[src/rtl/sram_lane_pkg.sv]
package sram_lane_pkg;

  typedef enum logic [2:0] {
    ST_IDLE,
    ST_TURN,
    ST_READ,
    ST_WRITE,
    ST_WREC
  } lane_state_e;

  // strobes handed from control to datapath, all pin-level polarity
  typedef struct packed {
    logic csN;
    logic oeN;
    logic weN;
    logic laneSel;  // apply latched byte mask to the enables
    logic drive;    // drive the masked lanes onto the bus
  } strobe_t;

  function automatic int ceilDiv(input int num, input int den);
    return (num + den - 1) / den;
  endfunction

  function automatic int maxOf(input int a, input int b);
    return (a > b) ? a : b;
  endfunction

endpackage

[src/rtl/sram_lane_fsm.sv]
module sram_lane_fsm
  import sram_lane_pkg::*;
#(
  parameter int RD_CYC    = 1,
  parameter int WP_CYC    = 1,
  parameter int TURN_CYC  = 1,
  parameter bit WR_OE_LOW = 1'b1,
  parameter int LANES     = 2
) (
  input  logic             clk,
  input  logic             rstN,
  input  logic             reqValid,
  input  logic             reqWrite,
  input  logic [LANES-1:0] reqMask,
  output logic             reqReady,
  output logic             loadReq,
  output logic             captureRd,
  output logic             done,
  output strobe_t          nextStb
);

  localparam int CNT_MAX = maxOf(maxOf(RD_CYC, WP_CYC), TURN_CYC);
  localparam int CNT_W   = $clog2(CNT_MAX + 1);

  lane_state_e       state, stateNext;
  logic [CNT_W-1:0]  cnt, cntNext;
  logic              wrQ, wrNext;
  logic              lastValid, lastValidNext;
  logic              lastWr, lastWrNext;
  logic              doneNext;
  logic              accept;
  logic              maskAny;

  assign reqReady = (state == ST_IDLE) && !done;
  assign accept   = reqValid && reqReady;
  assign maskAny  = |reqMask;
  assign loadReq  = accept && maskAny;

  always_comb begin
    stateNext     = state;
    cntNext       = cnt;
    wrNext        = wrQ;
    lastValidNext = lastValid;
    lastWrNext    = lastWr;
    doneNext      = 1'b0;
    captureRd     = 1'b0;
    case (state)
      ST_IDLE: begin
        if (accept) begin
          if (!maskAny) begin
            doneNext = 1'b1;
          end else begin
            wrNext        = reqWrite;
            cntNext       = '0;
            lastValidNext = 1'b1;
            lastWrNext    = reqWrite;
            if (lastValid && (lastWr != reqWrite)) stateNext = ST_TURN;
            else if (reqWrite)                     stateNext = ST_WRITE;
            else                                   stateNext = ST_READ;
          end
        end
      end
      ST_TURN: begin
        if (cnt == CNT_W'(TURN_CYC - 1)) begin
          cntNext   = '0;
          stateNext = wrQ ? ST_WRITE : ST_READ;
        end else begin
          cntNext = cnt + 1'b1;
        end
      end
      ST_READ: begin
        if (cnt == CNT_W'(RD_CYC - 1)) begin
          stateNext = ST_IDLE;
          captureRd = 1'b1;
          doneNext  = 1'b1;
        end else begin
          cntNext = cnt + 1'b1;
        end
      end
      ST_WRITE: begin
        if (cnt == CNT_W'(WP_CYC - 1)) begin
          cntNext   = '0;
          stateNext = ST_WREC;
        end else begin
          cntNext = cnt + 1'b1;
        end
      end
      ST_WREC: begin
        stateNext = ST_IDLE;
        doneNext  = 1'b1;
      end
      default: stateNext = ST_IDLE;
    endcase
  end

  // strobes follow the next state so the datapath flops line up with it
  always_comb begin
    nextStb.csN     = !((stateNext == ST_READ) || (stateNext == ST_WRITE));
    nextStb.oeN     = !((stateNext == ST_READ) || ((stateNext == ST_WRITE) && WR_OE_LOW));
    nextStb.weN     = !(stateNext == ST_WRITE);
    nextStb.laneSel = (stateNext == ST_READ) || (stateNext == ST_WRITE);
    nextStb.drive   = (stateNext == ST_WRITE) || (stateNext == ST_WREC);
  end

  always_ff @(posedge clk) begin
    if (!rstN) begin
      state     <= ST_IDLE;
      cnt       <= '0;
      wrQ       <= 1'b0;
      lastValid <= 1'b0;
      lastWr    <= 1'b0;
      done      <= 1'b0;
    end else begin
      state     <= stateNext;
      cnt       <= cntNext;
      wrQ       <= wrNext;
      lastValid <= lastValidNext;
      lastWr    <= lastWrNext;
      done      <= doneNext;
    end
  end

  assert_done_pulse_R7: assert property (@(posedge clk) disable iff (!rstN)
    done |=> !done);

  assert_done_in_idle_R7: assert property (@(posedge clk) disable iff (!rstN)
    done |-> (state == ST_IDLE));

endmodule

[src/rtl/sram_lane_dp.sv]
module sram_lane_dp
  import sram_lane_pkg::*;
#(
  parameter int ADDR_W = 16,
  parameter int DATA_W = 16,
  parameter int LANES  = 2,
  parameter int WP_CYC = 1
) (
  input  logic              clk,
  input  logic              rstN,
  input  strobe_t           nextStb,
  input  logic              loadReq,
  input  logic              captureRd,
  input  logic [ADDR_W-1:0] reqAddr,
  input  logic [DATA_W-1:0] reqWdata,
  input  logic [LANES-1:0]  reqMask,
  input  logic [DATA_W-1:0] memDqIn,
  output logic [ADDR_W-1:0] memAddr,
  output logic              memCsN,
  output logic              memOeN,
  output logic              memWeN,
  output logic [LANES-1:0]  memBeN,
  output logic [DATA_W-1:0] memDqOut,
  output logic [LANES-1:0]  memDqOe,
  output logic [DATA_W-1:0] rdData
);

  localparam strobe_t STB_IDLE = '{csN: 1'b1, oeN: 1'b1, weN: 1'b1, laneSel: 1'b0, drive: 1'b0};
  localparam int      WR_W     = $clog2(WP_CYC + 2);

  strobe_t           stbQ;
  logic [ADDR_W-1:0] addrQ;
  logic [DATA_W-1:0] wdataQ;
  logic [LANES-1:0]  laneEnQ;
  logic [DATA_W-1:0] rdQ;

  always_ff @(posedge clk) begin
    if (!rstN) begin
      stbQ    <= STB_IDLE;
      addrQ   <= '0;
      wdataQ  <= '0;
      laneEnQ <= '0;
    end else begin
      stbQ <= nextStb;
      if (loadReq) begin
        addrQ   <= reqAddr;
        wdataQ  <= reqWdata;
        laneEnQ <= reqMask;
      end
    end
  end

  always_ff @(posedge clk) begin
    if (!rstN) begin
      rdQ <= '0;
    end else if (captureRd) begin
      for (int l = 0; l < LANES; l++) begin
        rdQ[l*8 +: 8] <= laneEnQ[l] ? memDqIn[l*8 +: 8] : 8'h00;
      end
    end
  end

  for (genvar g = 0; g < LANES; g++) begin : g_lane
    assign memDqOe[g] = stbQ.drive & laneEnQ[g];
    assign memBeN[g]  = !(stbQ.laneSel & laneEnQ[g]);
  end

  assign memAddr  = addrQ;
  assign memCsN   = stbQ.csN;
  assign memOeN   = stbQ.oeN;
  assign memWeN   = stbQ.weN;
  assign memDqOut = wdataQ;
  assign rdData   = rdQ;

  // write-enable low run length, saturating
  logic [WR_W-1:0] weRun;
  always_ff @(posedge clk) begin
    if (!rstN)                           weRun <= '0;
    else if (memWeN)                     weRun <= '0;
    else if (weRun != {WR_W{1'b1}})      weRun <= weRun + 1'b1;
  end

  assert_we_width_R4: assert property (@(posedge clk) disable iff (!rstN)
    $rose(memWeN) |-> (weRun >= WR_W'(WP_CYC)));

  assert_deselect_quiet_R8: assert property (@(posedge clk) disable iff (!rstN)
    memCsN |-> (memWeN && memOeN && (memBeN == {LANES{1'b1}})));

  assert_addr_stable_R8: assert property (@(posedge clk) disable iff (!rstN)
    (!memCsN && $past(!memCsN)) |-> $stable(memAddr));

  assert_no_drive_read_R9: assert property (@(posedge clk) disable iff (!rstN)
    (!memOeN && memWeN) |-> (memDqOe == '0));

  assert_drive_lanes_R3: assert property (@(posedge clk) disable iff (!rstN)
    !memWeN |-> (memDqOe == ~memBeN));

endmodule

[src/rtl/sram_lane_ctrl.sv]
module sram_lane_ctrl
  import sram_lane_pkg::*;
#(
  parameter int ADDR_W        = 16,
  parameter int DATA_W        = 16,
  parameter int CLK_PERIOD_PS = 10000,
  parameter int T_ACCESS_PS   = 12000,
  parameter int T_CYCLE_PS    = 12000,
  parameter int T_WP_PS       = 9000,
  parameter int T_OFF_PS      = 6000,
  parameter int T_DW_PS       = 7000,
  parameter bit WR_OE_LOW     = 1'b1
) (
  input  logic                  clk,
  input  logic                  rstN,
  input  logic                  reqValid,
  output logic                  reqReady,
  input  logic                  reqWrite,
  input  logic [ADDR_W-1:0]     reqAddr,
  input  logic [DATA_W-1:0]     reqWdata,
  input  logic [DATA_W/8-1:0]   reqMask,
  output logic [DATA_W-1:0]     rdData,
  output logic                  done,
  output logic [ADDR_W-1:0]     memAddr,
  output logic                  memCsN,
  output logic                  memOeN,
  output logic                  memWeN,
  output logic [DATA_W/8-1:0]   memBeN,
  output logic [DATA_W-1:0]     memDqOut,
  output logic [DATA_W/8-1:0]   memDqOe,
  input  logic [DATA_W-1:0]     memDqIn
);

  localparam int LANES    = DATA_W / 8;
  localparam int CYC_MIN  = ceilDiv(T_CYCLE_PS, CLK_PERIOD_PS);
  localparam int RD_CYC   = maxOf(ceilDiv(T_ACCESS_PS, CLK_PERIOD_PS), maxOf(CYC_MIN, 1));
  localparam int WP_RAW   = WR_OE_LOW ? ceilDiv(T_OFF_PS + T_DW_PS, CLK_PERIOD_PS)
                                      : ceilDiv(T_WP_PS, CLK_PERIOD_PS);
  localparam int WP_CYC   = maxOf(maxOf(WP_RAW, CYC_MIN - 1), 1);
  localparam int TURN_CYC = maxOf(ceilDiv(T_OFF_PS, CLK_PERIOD_PS), 1);

  strobe_t nextStb;
  logic    loadReq;
  logic    captureRd;

  sram_lane_fsm #(
    .RD_CYC   (RD_CYC),
    .WP_CYC   (WP_CYC),
    .TURN_CYC (TURN_CYC),
    .WR_OE_LOW(WR_OE_LOW),
    .LANES    (LANES)
  ) u_fsm (
    .clk      (clk),
    .rstN     (rstN),
    .reqValid (reqValid),
    .reqWrite (reqWrite),
    .reqMask  (reqMask),
    .reqReady (reqReady),
    .loadReq  (loadReq),
    .captureRd(captureRd),
    .done     (done),
    .nextStb  (nextStb)
  );

  sram_lane_dp #(
    .ADDR_W(ADDR_W),
    .DATA_W(DATA_W),
    .LANES (LANES),
    .WP_CYC(WP_CYC)
  ) u_dp (
    .clk      (clk),
    .rstN     (rstN),
    .nextStb  (nextStb),
    .loadReq  (loadReq),
    .captureRd(captureRd),
    .reqAddr  (reqAddr),
    .reqWdata (reqWdata),
    .reqMask  (reqMask),
    .memDqIn  (memDqIn),
    .memAddr  (memAddr),
    .memCsN   (memCsN),
    .memOeN   (memOeN),
    .memWeN   (memWeN),
    .memBeN   (memBeN),
    .memDqOut (memDqOut),
    .memDqOe  (memDqOe),
    .rdData   (rdData)
  );

endmodule

[config.mk]
export PLATFORM = sky130hd
export DESIGN_NAME = sram_lane_ctrl
export DESIGN_NICKNAME = d
export VERILOG_FILES = /design/src/rtl/sram_lane_pkg.sv /design/src/rtl/sram_lane_fsm.sv /design/src/rtl/sram_lane_dp.sv /design/src/rtl/sram_lane_ctrl.sv
export SDC_FILE = /design/constraint.sdc
export NUM_CORES = 1
export LEC_CHECK = 0
export BUFFER_PORTS_ARGS = -buffer_cell sky130_fd_sc_hd__buf_2
export CORE_ASPECT_RATIO = 0.5
export CORE_MARGIN = 1
export CORE_UTILIZATION = 43
export CTS_BUF_LIST = sky130_fd_sc_hd__clkbuf_2 sky130_fd_sc_hd__clkbuf_4 sky130_fd_sc_hd__clkbuf_8
export CTS_CLUSTER_SIZE = 24
export DETAILED_ROUTE_END_ITERATION = 16
export HOLD_SLACK_MARGIN = 0.15
export PLACE_DENSITY = 0.87
export SYNTH_ARGS = -nofsm -noshare
export SYNTH_HDL_FRONTEND = slang
export SYNTH_SLANG_ARGS = --single-unit
[constraint.sdc]
create_clock -name clk -period 1.7 [get_ports clk]
set_input_delay 0 -clock clk [delete_from_list [all_inputs] [get_ports clk]]
set_output_delay 0 -clock clk [all_outputs]
set_load 0.01 [all_outputs]
==> results.json, run 1 <==
{
  "outcome": "finished, final reports clean",
  "wl_met3_um": 711,
  "place_ws_ns": 0.0508,
  "nFillCells": 340,
  "power_density_nw_per_um2": 910,
  "leakagePower_nw": 1.73,
  "top_layer_used": "met4",
  "ys_top_cells_by_area": "dfxtp_1 51%, nand2_1 14%, a21oi_1 11%",
  "dieArea_um2": 5930,
  "slew_headroom_pct": 63.8,
  "clkSlewWorstSetupHoldPaths_ns": 0.06,
  "p_int_mw": 2.51,
  "netlist_area_um2": 2410,
  "arrival_ns": 1.86,
  "fin_util_pct": 73.9,
  "synth_flop_cell": "dfxtp_1",
  "post_drt_via_cell_ratio": 5.32,
  "ys_ff_latch": 62,
  "ioPinCount": 111,
  "final_area_um2": 3810,
  "fin_ws_ns": 0.0223,
  "finClkSkew_ns": 0.00441,
  "crit_type": "reg -> reg",
  "clk_path_buf_depth": 2,
  "ys_seq_area_share_pct": 51.5,
  "r2r_start": "u_fsm.state[1]",
  "end_kind": "flip-flop",
  "met2WireLength_um": 4190,
  "initial_core_util_pct": 46.8,
  "syn_avg_cell_area_um2": 8.12,
  "yosys.area.top_type": "dfxtp_1",
  "clk_latency_ns": 0.34,
  "finalHoldViolCount": 0,
  "grt_max_degree": 35,
  "crit_required_ns": 1.89,
  "coreArea_um2": 5160,
  "dpl.hpwl_um": 4240,
  "vias": 2854,
  "drt_pre_antenna_iters": 6,
  "power_switching_uw": 954,
  "cts-root-buf": "clkbuf_8",
  "grtUsageTotal_pct": 27.6,
  "tightest_slew_ns": 0.542,
  "drt_wl_total_um": 8540,
  "p_sw_share_pct": 27.5,
  "die_x_um": 108,
  "crit_path_max_fanout": 33,
  "final-max-slew-violation-count": 0,
  "cts_buffers": 9,
  "globalplace.congestion": 0.758,
  "hp-class": "reg -> reg",
  "portBuffers": 110,
  "fmax_mhz": 596,
  "synth-async-reset-ratio_pct": 0,
  "final-setup-viol-count": 0,
  "grt_pass1_vias": 2539,
  "p_comb_share_pct": 19.8,
  "antenna_left": 0,
  "cts.sinks": 62,
  "finalCritPeriodShare_pct": 98.7,
  "syn-num-nets": 354,
  "final_nets": 519,
  "die_h_um": 55.0,
  "clockPowerShare_pct": 34.0,
  "drive_gt1_share_pct": 33.0,
  "startpoint": "u_fsm.state[1]",
  "drc_errors": 0,
  "synth.top_cell.area_share_pct": 51.5,
  "initialDrtViolationCount": 202,
  "synth_top_cells_by_count": "92 x nand2_1, 62 x dfxtp_1, 54 x a21oi_1",
  "wl_met1_um": 3170,
  "max-cap-violations": 0,
  "seqPwrFrac_pct": 46.2,
  "area_delta_synth_final_pct": 58.1,
  "synth_cell_types": 34,
  "min_from": "u_dp.rdData[3]",
  "antenna_cells": 0,
  "vdd_drop_max_mv": 0.686,
  "synth_most_common_cell": "nand2_1",
  "grt_pass1_wl_um": 12000,
  "fin_crit_ns": 1.68,
  "placed_cell_area_um2": 3040,
  "start_kind": "flip-flop",
  "antenna_found_initial": 0,
  "grt_overflow_total": 0,
  "cts_tree": "done",
  "ys_warn_count": 0,
  "synth_edf_count": 0,
  "synth_cells": 297,
  "wl_per_cell_um": 15.9,
  "num_rows": 18,
  "cts_htree_levels": 3
}
## final cells by class
cell class	instances	area (µm²)	area share [%]
sequential	62	1240	32.5
inverter	8	30.0	0.787
clock inverter	1	5.00	0.131
timing repair buffer	178	1220	31.9
multi-input combinational	203	1060	27.8
tap	70	87.6	2.30
clock buffer	14	174	4.56
## logic make-up (layout without fill, tap and decap cells)
kind of cell / Yosys count / count (layout) / synth area share, %
buf+inv: 32 / 201 / 6.43
mux: 4 / 4 / 1.66
flops: 62 / 62 / 51.5
fa+ha+maj: 3 / 3 / 1.56
compound gates: 66 / 66 / 15.5
xor+xnor: 1 / 1 / 0.363
simple gates: 129 / 129 / 23.1
## layer usage
layer  up-vias  GRT usage [%]
met4         0           19.6
li1       1306              -
met3        55           7.96
met5         -              0
met1      1289           29.7
met2       204           49.3
## final timing paths
check	to	slack [ns]	depth (start not counted)
max	u_dp.memDqOut[13]	0.02	5
min	u_dp.rdData[3]	0.45	2
max reg2reg	u_dp.memDqOut[13]	0.02	5
min reg2reg	u_dp.rdData[3]	0.45	2
## per-stage QoR
stage	hold slack [ns]	std cells	setup TNS (ns)	power, mW
floorplan	0.136	297	-2.47	1.95
global placement	0.242	464	0	2.14
detailed placement	0.246	464	0	2.16
CTS	0.439	532	0	3.40
global route	0.459	536	-0.0448	3.60
finish	0.447	536	0	3.47
## sequential cells by signal, indices dropped and copies added, names as in the netlist
register         count
u_dp.stbQ            2
u_fsm.cnt            2
u_dp.memCsN          1
u_fsm.done           1
u_dp.memAddr        16
u_fsm.lastValid      1
u_dp.rdData         16
u_dp.memDqOut       16
u_fsm.state          3
u_dp.laneEnQ         2
u_fsm.wrQ            1
u_dp.memWeN          1
## critical path: stages, from the launching register on
cell	delay (ns)
dfxtp_1	0.31
or4_4	0.59
or2_4	0.28
buf_12	0.17
nand2_1	0.08
a21oi_1	0.08
## cell usage in the layout (no fill, tap or decap), types with 2 or more instances in the layout
cell type        n
o31ai_1          2
clkbuf_4         3
buf_2          111
o21a_1           3
ha_1             2
nand2_1         90
dlygate4sd3_1   53
mux2i_1          4
inv_1            7
nor2_1           6
nand3_1         18
buf_4           12
nand2_2          2
buf_12           2
clkbuf_8        11
a21oi_1         53
dfxtp_1         62
nor2b_1          2
and2_1           2
a21oi_2          2
## timing repair
| action | in CTS | in global routing |
|---|---|---|
| setup buffers | 0 | 3 |
| resized for setup | 0 | 12 |
| hold buffers | 53 | 0 |
| endpoints found under the hold margin | 60 | 0 |
| setup endpoints to repair | 0 | 17 |
## power by group through the flow
stage	Clock (mW)	Sequential (mW)	Combinational (mW)
2_1_floorplan	0	1.64	0.308
5_1_grt	1.25	1.61	0.741
6_report	1.18	1.60	0.688
4_1_cts	1.18	1.59	0.632
3_5_place_dp	0	1.63	0.537
3_3_place_gp	0	1.62	0.522
Note: power is estimated with default switching activity, not from simulation.
==> run 2: changes to the inputs <==
- BUFFER_PORTS_ARGS: -buffer_cell sky130_fd_sc_hd__buf_2 -> -buffer_cell sky130_fd_sc_hd__clkbuf_2
==> run 2 against run 1 <==
Against the previous run:
- the run now ends with setup timing left
- die area stayed put
- critical path depth unchanged
- cell count is 0.19% lower
- routed wire length is 7.5% higher
- global-route usage up 2.0 points
- worst setup slack got worse by 0.23 ns
- flip-flop and latch count stayed put
- critical endpoint is now u_dp.rdData[8]
- count of clock-buffer cells in the layout down 3
- utilization is 0.12 points higher
- clock skew grew 0.0019 ns
- total power down 0.27%
- largest cell class unchanged
==> results.json, run 2 (synthesized netlist as in run 1, its figures left out) <==
{
  "p_int_mw": 2.46,
  "fin_ws_ns": -0.209,
  "path_buf_inv": 1,
  "final_cell_mix": "110 x clkbuf_2, 90 x nand2_1, 62 x dfxtp_1",
  "end_kind": "flip-flop",
  "wl_per_cell_um": 17.2,
  "grt_overflow_total": 0,
  "crit_required_ns": 1.89,
  "nFillCells": 331,
  "final_nets": 518,
  "power_density_nw_per_um2": 906,
  "drc_errors": 0,
  "final-setup-viol-count": 1,
  "area_delta_synth_final_pct": 58.4,
  "fmax_mhz": 524,
  "dp.cells": 464,
  "placed_cell_area_um2": 3040,
  "max-cap-violations": 0,
  "tightest_slew_ns": 0.560,
  "crit_path_max_fanout": 13,
  "ioPinCount": 111,
  "grt_pass1_wl_um": 12900,
  "hold_depth": 4,
  "antenna_found_initial": 1,
  "cts_htree_levels": 3,
  "vias": 2963,
  "post_drt_via_cell_ratio": 5.54,
  "crit_path_top_delay_cell": "a21oi_1",
  "final-max-slew-violation-count": 0,
  "cts_buffers": 9,
  "final_area_um2": 3820,
  "drt_pre_antenna_iters": 5,
  "crit_chain": "ha_1, nor4bb_4, buf_6, nand3_1, a21oi_1",
  "fin_crit_ns": 1.91,
  "die_h_um": 55.0,
  "die_x_um": 108,
  "vdd_drop_max_mv": 0.482,
  "clk_latency_ns": 0.33,
  "path_delay_family": "compound AO/OA/AOI/OAI gates",
  "max_stage_delay_ns": 0.44,
  "globalplace.congestion": 0.781,
  "initial_core_util_pct": 46.8,
  "drive_gt1_share_pct": 32.9,
  "coreArea_um2": 5160,
  "violations": "setup timing",
  "dpl.hpwl_um": 4170,
  "outcome": "complete, but fails checks",
  "hp-class": "in -> reg",
  "antenna_cells": 0,
  "finalCritPeriodShare_pct": 112,
  "dieArea_um2": 5930,
  "mostFrequentLayoutCell": "clkbuf_2",
  "power_switching_mw": 1.00,
  "p_sw_share_pct": 29.0,
  "rr_worst_depth": 5,
  "start_kind": "flip-flop",
  "finalHoldViolCount": 0,
  "cts-root-buf": "clkbuf_8",
  "clk_path_buf_depth": 2,
  "seqPwrFrac_pct": 46.4,
  "clockPowerShare_pct": 33.3,
  "arrival_ns": 2.10,
  "antenna_left": 0,
  "grt_pass1_vias": 2689,
  "clkSlewWorstSetupHoldPaths_ns": 0.07,
  "path_depth": 5,
  "p_comb_share_pct": 20.3,
  "cts.sinks": 62,
  "drt_wl_total_um": 9180,
  "instances_no_fill": 535,
  "grt_max_degree": 35,
  "initialDrtViolationCount": 210,
  "cts_tree": "done",
  "finClkSkew_ns": 0.00629,
  "slew_headroom_pct": 62.6,
  "portBuffers": 110,
  "grtUsageTotal_pct": 29.6,
  "num_rows": 18,
  "leakagePower_nw": 1.70,
  "crit_type": "reg -> reg"
}
-- run 2: cell count changes in the layout (fill, tap and decap cells not counted), moves of 2 or more --
cell and change:
clkbuf_4 -3, buf_2 -111, clkbuf_2 +110, clkinv_2 +2
-- run 2: layout make-up --
cell class                 instances  area (µm²)  area share [%]
timing repair buffer             177        1210            31.8
inverter                           8        30.0           0.786
clock buffer                      11         151            3.96
clock inverter                     4        22.5           0.590
tap                               70        87.6            2.29
multi-input combinational        203        1070            28.1
sequential                        62        1240            32.5
-- run 2: per-layer routing --
layer,global-route usage [%],vias to the layer above,share of wire (%)
li1,-,1309,-
met1,31.2,1339,36
met2,52.9,241,49
met3,9.37,72,9.3
met4,21.9,2,6.4
met5,0,-,0.14
-- run 2: power by group through the flow --
stage          logic [mW]  registers, mW  clock network (mW)
2_1_floorplan       0.308           1.64                   0
3_3_place_gp        0.521           1.63                   0
3_5_place_dp        0.533           1.63                   0
4_1_cts             0.632           1.60                1.14
5_1_grt             0.753           1.61                1.22
6_report            0.701           1.61                1.15
-- run 2: path summary, 6_finish.rpt --
path / slack (ns) / endpoint / startpoint
worst max-delay path: -0.21 / u_dp.rdData[8] / u_fsm.cnt[0]
worst max register to register: -0.21 / u_dp.rdData[8] / u_fsm.cnt[0]
worst min register to register: 0.45 / u_dp.rdData[3] / u_dp.rdData[3]
worst min-delay path: 0.44 / u_dp.memAddr[5] / reqAddr[5]
-- run 2: worst min-delay path: stages --
cell	delay (ns)
dlygate4sd3_1	0.53
clkbuf_2	0.10
nand2_1	0.05
a21oi_1	0.05
-- run 2: stage by stage --
stage	power [mW]	hold WS (ns)	setup WS (ns)	util (%)	TNS (ns)
after global routing	3.59	0.462	-0.268	74.1	-0.485
final	3.46	0.442	-0.209	74.1	-0.209
after floorplan	1.95	0.136	-0.111	-	-2.47
after detailed placement	2.16	0.230	0.0861	58.9	0
after CTS	3.37	0.427	0.0783	72.6	0
after global placement	2.15	0.224	0.112	58.9	0
-- run 2: repair_timing --
action | CTS | global route
hold buffers | 53 | 0
gates resized for setup | 0 | 12
hold endpoints to repair | 60 | 0
setup buffers | 0 | 3
setup endpoints to repair | 0 | 21
